`src/rtl/clkdiv_pkg.sv`:
```
package clkdiv_pkg;
  localparam int MCODE_W = 3;
  localparam int SCODE_W = 2;
  localparam int MCNT_W  = 3;
  localparam int SCNT_W  = 3;

  // Terminal value (ratio minus one) for the master field; unused codes fall back to 1
  function automatic logic [MCNT_W-1:0] mdiv_limit(input logic [MCODE_W-1:0] code);
    case (code)
      3'd0, 3'd1, 3'd2, 3'd3, 3'd4: return MCNT_W'(code);
      default:                      return '0;
    endcase
  endfunction

  // Terminal value for the serial field: /8, /4, /2, /1
  function automatic logic [SCNT_W-1:0] sdiv_limit(input logic [SCODE_W-1:0] code);
    case (code)
      2'd0:    return 3'd7;
      2'd1:    return 3'd3;
      2'd2:    return 3'd1;
      default: return 3'd0;
    endcase
  endfunction
endpackage

```
`src/rtl/cd_master_div.sv`:
```
module cd_master_div
  import clkdiv_pkg::*;
(
  input  logic               clk,
  input  logic               rst,
  input  logic [MCODE_W-1:0] code,
  output logic               dm_en
);
  logic [MCNT_W-1:0] cnt;
  logic [MCNT_W-1:0] lim;
  logic              term;

  assign term = (cnt == lim);

  always_ff @(posedge clk) begin
    if (rst) begin
      cnt   <= '0;
      lim   <= '0;
      dm_en <= 1'b0;
    end else begin
      dm_en <= term;
      if (term) begin
        cnt <= '0;
        lim <= mdiv_limit(code);
      end else begin
        cnt <= cnt + MCNT_W'(1);
      end
    end
  end

  assert_cnt_in_range_R1: assert property (@(posedge clk) disable iff (rst) cnt <= lim);
  assert_single_pulse_R1: assert property (@(posedge clk) disable iff (rst)
    (dm_en && lim != '0) |=> !dm_en);
  assert_ratio_at_term_R7: assert property (@(posedge clk) disable iff (rst)
    !$stable(lim) |-> $past(term));
endmodule

```
`src/rtl/cd_serial_div.sv`:
```
module cd_serial_div
  import clkdiv_pkg::*;
(
  input  logic               clk,
  input  logic               rst,
  input  logic               dm_en,
  input  logic [SCODE_W-1:0] code,
  output logic               sclk_en
);
  logic [SCNT_W-1:0] cnt;
  logic [SCNT_W-1:0] lim;
  logic              term;

  assign term = dm_en && (cnt == lim);

  always_ff @(posedge clk) begin
    if (rst) begin
      cnt     <= '0;
      lim     <= sdiv_limit('0);
      sclk_en <= 1'b0;
    end else begin
      sclk_en <= term;
      if (dm_en) begin
        if (term) begin
          cnt <= '0;
          lim <= sdiv_limit(code);
        end else begin
          cnt <= cnt + SCNT_W'(1);
        end
      end
    end
  end

  assert_follows_master_R4: assert property (@(posedge clk) disable iff (rst)
    sclk_en |-> $past(dm_en));
  assert_cnt_in_range_R4: assert property (@(posedge clk) disable iff (rst) cnt <= lim);
  assert_hold_without_enable_R4: assert property (@(posedge clk) disable iff (rst)
    !dm_en |=> $stable(cnt));
  assert_ratio_at_term_R8: assert property (@(posedge clk) disable iff (rst)
    !$stable(lim) |-> $past(term));
endmodule

```
`src/rtl/cd_sample_div.sv`:
```
module cd_sample_div #(
  parameter int SAMPLE_DIV = 256
) (
  input  logic clk,
  input  logic rst,
  input  logic dm_en,
  output logic sample_stb
);
  logic term;

  generate
    if (SAMPLE_DIV <= 1) begin : g_pass
      assign term = dm_en;
    end else begin : g_count
      localparam int CW = $clog2(SAMPLE_DIV);
      logic [CW-1:0] cnt;
      assign term = dm_en && (cnt == CW'(SAMPLE_DIV - 1));
      always_ff @(posedge clk) begin
        if (rst)       cnt <= '0;
        else if (term) cnt <= '0;
        else if (dm_en) cnt <= cnt + CW'(1);
      end
    end
  endgenerate

  always_ff @(posedge clk) begin
    if (rst) sample_stb <= 1'b0;
    else     sample_stb <= term;
  end

  assert_follows_master_R6: assert property (@(posedge clk) disable iff (rst)
    sample_stb |-> $past(dm_en));
endmodule

```
`src/rtl/clkdiv_top.sv`:
```
module clkdiv_top
  import clkdiv_pkg::*;
#(
  parameter int CFG_W      = 8,
  parameter int MCODE_LSB  = 4,
  parameter int SCODE_LSB  = 2,
  parameter int SAMPLE_DIV = 256
) (
  input  logic             clk,
  input  logic             rst,
  input  logic [CFG_W-1:0] clk_cfg,
  output logic             dm_en,
  output logic             sclk_en,
  output logic             sample_stb
);
  localparam int MCODE_MSB = MCODE_LSB + MCODE_W - 1;
  localparam int SCODE_MSB = SCODE_LSB + SCODE_W - 1;

  logic [MCODE_W-1:0] mcode;
  logic [SCODE_W-1:0] scode;
  logic               unused_cfg_bits;

  assign mcode           = clk_cfg[MCODE_MSB:MCODE_LSB];
  assign scode           = clk_cfg[SCODE_MSB:SCODE_LSB];
  assign unused_cfg_bits = ^{clk_cfg[CFG_W-1], clk_cfg[SCODE_LSB-1:0]};

  cd_master_div u_master (
    .clk   (clk),
    .rst   (rst),
    .code  (mcode),
    .dm_en (dm_en)
  );

  cd_serial_div u_serial (
    .clk     (clk),
    .rst     (rst),
    .dm_en   (dm_en),
    .code    (scode),
    .sclk_en (sclk_en)
  );

  cd_sample_div #(.SAMPLE_DIV(SAMPLE_DIV)) u_sample (
    .clk        (clk),
    .rst        (rst),
    .dm_en      (dm_en),
    .sample_stb (sample_stb)
  );

  assert_reset_quiet_R3: assert property (@(posedge clk) rst |=> !(dm_en || sclk_en || sample_stb));
endmodule

```
`config.mk`:
```
export PLATFORM = sky130hd
export DESIGN_NAME = clkdiv_top
export DESIGN_NICKNAME = d
export VERILOG_FILES = /design/src/rtl/clkdiv_pkg.sv /design/src/rtl/cd_master_div.sv /design/src/rtl/cd_serial_div.sv /design/src/rtl/cd_sample_div.sv /design/src/rtl/clkdiv_top.sv
export SDC_FILE = /design/constraint.sdc
export NUM_CORES = 1
export LEC_CHECK = 0
export CORE_ASPECT_RATIO = 1.25
export CORE_MARGIN = 2
export CORE_UTILIZATION = 30
export CTS_CLUSTER_DIAMETER = 120
export DETAILED_ROUTE_END_ITERATION = 10
export DONT_BUFFER_PORTS = 1
export SETUP_SLACK_MARGIN = 0.5
export SLEW_MARGIN = 25
export SYNTH_ARGS = -nofsm -noshare
export SYNTH_HDL_FRONTEND = slang
export SYNTH_HIERARCHICAL = 1
export SYNTH_SLANG_ARGS = --single-unit
```
`constraint.sdc`:
```
create_clock -name clk -period 4.1 [get_ports clk]
set_clock_uncertainty 0.1 [all_clocks]
set_input_delay 1.025 -clock clk [delete_from_list [all_inputs] [get_ports clk]]
set_output_delay 1.025 -clock clk [all_outputs]
set_load 0.02 [all_outputs]
```
After elaboration in Yosys (flattened, before gate mapping). Cells that the tools add are included.

Register bits after elaboration: 23. Input port bits: 10. Output and inout port bits: 3. Logic and storage cells: 31.

Add/sub/neg operators: 3. Eq/ne operators: 9. Muxes and demuxes: 3. Reduce and logical (&&, ||, !) cells: 8.

Operators by type and width (number): $pmux 3 s3 (1); $add 8x1->8 const B (1); $eq 8x8->1 const B (1); $add 3x1->3 const B (2); $eq 3x2->1 const B (2); $eq 3x3->1 (2); $mux 3 (2); $reduce_or 5->1 (1); $reduce_or 2->1 (2); $eq 3x1->1 const B (1); $eq 3x3->1 const B (1); $logic_not 3->1 (1); $eq 2x1->1 const B (1); $eq 2x2->1 const B (1); $logic_and 1x1->1 (2); $logic_not 2->1 (1); $reduce_and 2->1 (1).

Logic depth before layout (Yosys ltp).
Word-level depth: 3. Mapped depth: 4. Depth with buffers taken out: 4.

Hierarchy. Netlist, hierarchy kept.

By module, submodules not included: cd_sample_div (instances 1, cells an instance 42, area each 396.6 µm², seq. area each 180.2 µm²); cd_serial_div (instances 1, cells an instance 31, area each 329.1 µm², seq. area each 140.1 µm²); cd_master_div (instances 1, cells an instance 28, area each 296.5 µm², seq. area each 140.1 µm²).

Least setup slack after synthesis. No wires, ideal clock.

Path type: input port to flip-flop. From: in clk_cfg[3]. To: reg u_serial.lim[2]. Library setup time: 0.071 ns. Data arrival time: 1.714 ns. Required time: 3.929 ns. Path slack: 2.215 ns. Cell stages on the path: 3. Path buffers: 0. Cell sequence: or3b_1 o41ai_1 o21bai_1.

Word-level cells in the longest chain between the ends: 2. Elaborated cells between the ends (all ways): 4. Classes of those cells: eq/ne (2); mux (1); reduce/logical (1).

Ends and longest elaborated chain: start, declared (RTL line clkdiv_top.sv:11) `input logic [CFG_W-1:0] clk_cfg,`; $eq 2x2->1 (tied with other cells) (RTL line clkdiv_pkg.sv:17) `case (code)`; $pmux 3 s3 * (RTL line clkdiv_pkg.sv:17); end signal, assigned (RTL line cd_serial_div.sv:19) `lim <= sdiv_limit('0);`; end signal, assigned (RTL line cd_serial_div.sv:26) `lim <= sdiv_limit(code);`; end, declared (RTL line cd_serial_div.sv:11) `logic [SCNT_W-1:0] lim;`.

Mark *: on every way between the ends. The rest lies on a longest branch, timed or not. A chain may end at the register's enable or synchronous reset.

Final worst setup path.
From: reg u_master.dm_en. To: out dm_en.

RTL lines: start, declared (RTL line cd_master_div.sv:7) `output logic dm_en`; start signal, assigned (RTL line cd_master_div.sv:21) `dm_en <= term;`; end, declared (RTL line clkdiv_top.sv:12) `output logic dm_en,`.

No word-level cell between the ends.

==> flow_summary_export.csv <==
group,metric,value,unit
die,ios,13,
clocking,htree_levels,1,
synthesis,synth_nets,114,
detailed_routing,drc,0,
clocking,cts_tree,"done",
global_routing,grt_pass1_wl,2990,um
sta,fmax,463,MHz
power_and_ir_drop,ir_drop,280,uV
layout,syn_to_final_growth,8.32,%
global_routing,grt_usage,0.0915,
detailed_routing,routed_wl,1600,um
detailed_routing,drt-initial-drc-count,25,
detailed_routing,via_per_inst,4.96,
sta,tns,0,ns
die,start_util,0.317,
layout,drive_gt1_frac,0.115,
die,die_y,69.3,um
synthesis,postSynthCellCount,101,
critical_path,crit_fanout,14,
placement,dp_hpwl,1220,um
critical_path,path_class,"register to output port",
power_and_ir_drop,pwr-share-clk,0.238,
critical_path,worst_ep_arrival_time,1.04,ns
synthesis,synth_edf_count,0,
power_and_ir_drop,total_power,575,uW
synthesis,post-synth-top-count-cell,"dfxtp_1",
sta,fin_crit,2.16,ns
synthesis,synth_area,1020,sq um
clocking,cts.sinks,23,
sta,slew_headroom,0.535,
sta,slew_viol_final,0,
synthesis,netlist.area_leader.share,0.450,
power_and_ir_drop,leakage,0.443,nW
detailed_routing,vias,699,
run_status,status,"completed",
power_and_ir_drop,power_switching,181,uW
clocking,cts_resized,0,
clocking,clk-insertion-delay-late,0.26,ns
power_and_ir_drop,combPwrFrac,0.228,
placement,io_buffers,0,
critical_path,required,2.97,ns
layout,final_nets,118,
placement,gp_congestion,0.744,
global_routing,grt_antenna_before_repair,0,
die,die_x,56.2,um
critical_path,critPathCaptureType,"output port",
synthesis,yosys-top-cells-count,"dfxtp_1 (23), nor2_1 (9), xor2_1 (9), mux2i_1 (7), nand2_1 (7)",
flow_run,drv_cap,0,
global_routing,grt_pass1_vias,708,
synthesis,syn_area_per_cell,10.1,sq um
layout,diodes,0,
sta,rsz0062_at_grt,"false",
die,die_area,3890,sq um
critical_path,critPathLaunchType,"register",
power_and_ir_drop,seqPwrFrac,0.534,
clocking,cts_buffer_depth,2,
synthesis,synthTopCellsByArea,"dfxtp_1 (45%), xor2_1 (7.7%), mux2i_1 (6.9%)",
synthesis,synth_top_area_cell,"dfxtp_1",
die,std_cell_rows,23,
detailed_routing,ant_nets,0,
synthesis,ys_seq_elements,23,
synthesis,synth-async-reset-ratio,0,
synthesis,netlist-cell-type-count,33,
detailed_routing,wl_per_cell,11.3,um
sta,worst_slew_pin_slew,0.697,ns
sta,period_share,0.527,
global_routing,gr-total-overflow,0,
clocking,post-cts-setup-buffer-count,0,
power_and_ir_drop,power.internal,393,uW
clocking,clk_pin_slew,0.08,ns
worst_hold_path,hp-class,"register to register",
sta,timing.final.hold_violations,0,
synthesis,yosysWarnings,6,
detailed_routing,dr.pass1.iters,4,
clocking,cts-root-buf,"clkbuf_8",
die,core-area,3220,sq um
global_routing,grt_max_degree,19,
clocking,postCtsHoldBufs,0,
clocking,numCtsBuffers,3,
sta,setup_viol,0,
synthesis,yosysSeqAreaShare,0.450,
synthesis,ys.flop_type,"dfxtp_1",
power_and_ir_drop,p_per_area,519,nW/um^2
power_and_ir_drop,swShare,0.316,
-- routing by layer --
layer | wire length (um) | up-vias | track usage
li1 | - | 362 | -
met1 | 759 | 327 | 0.114
met2 | 767 | 8 | 0.149
met3 | 57 | 2 | 0.0224
met4 | 13 | 0 | 0.0370
met5 | 0 | - | 0
-- cell type report --
type                       instances  area (sq um)
clock buffer                       3          41.3
inverter                           3          11.3
multi-input combinational         74           543
fill                             330          2120
tap                               37          46.3
clock inverter                     1          5.00
sequential                        23           460
-- logic make-up (layout without fill, tap and decap cells) --
logic type / after synthesis / count (layout) / share of synthesized area
simple gates: 42 / 42 / 0.253
buf+inv: 4 / 7 / 0.0184
xor+xnor: 13 / 13 / 0.111
mux: 7 / 7 / 0.0685
fa+ha+maj: 3 / 3 / 0.0367
flops: 23 / 23 / 0.450
compound gates: 9 / 9 / 0.0612
-- through the flow --
stage                      util  hold WS, ns  cells  instance area, sq um  worst slack (ns)
after global routing      0.344        0.408    141                  1110              1.87
after detailed placement  0.329        0.372    137                  1060              2.17
after CTS                 0.344        0.384    141                  1110              1.92
final                     0.344        0.379    141                  1110              1.94
after floorplan               -        0.346    101                  1020              2.22
after global placement    0.329        0.359    137                  1060              2.19
-- cells in the final DEF, fill, tap and decap left out, types with 2 or more instances in the layout --
cell / count
nand2_1: 7
xor2_1: 9
ha_1: 3
a21oi_1: 2
nand4_1: 2
inv_1: 3
clkbuf_8: 3
mux2i_1: 7
nor3_1: 5
or3_1: 2
dfxtp_1: 23
nand3_1: 3
nor2_1: 9
nand3b_1: 2
o21ai_0: 2
xnor2_1: 4
-- worst paths after layout --
check / slack (ns) / to / cells past startpoint / from
setup reg to reg: 2.37 / u_serial/lim[2]$_SDFFE_PP1P_ / 3 / u_master/dm_en$_SDFF_PP0_
hold reg to reg: 0.38 / u_master/cnt[0]$_SDFF_PP0_ / 1 / u_master/cnt[0]$_SDFF_PP0_
setup / recovery: 1.94 / dm_en / 0 / u_master/dm_en$_SDFF_PP0_
hold / removal: 0.38 / u_master/cnt[0]$_SDFF_PP0_ / 1 / u_master/cnt[0]$_SDFF_PP0_
-- state kept, by name, indices dropped and copies added, names as in the netlist --
register / cells
u_serial/cnt: 3
u_sample/g_count.cnt: 8
u_master/cnt: 3
u_master/lim: 3
u_sample/sample_stb: 1
u_serial/sclk_en: 1
u_master/dm_en: 1
u_serial/lim: 3
-- power groups by stage --
stage	Clock [mW]	Sequential, mW	Combinational, mW
after floorplan	0	0.294	0.132
after global routing	0.149	0.316	0.149
after detailed placement	0	0.313	0.133
final	0.137	0.307	0.131
after global placement	0	0.312	0.128
after CTS	0.143	0.307	0.134
Note: power is estimated with default switching activity, not from simulation.
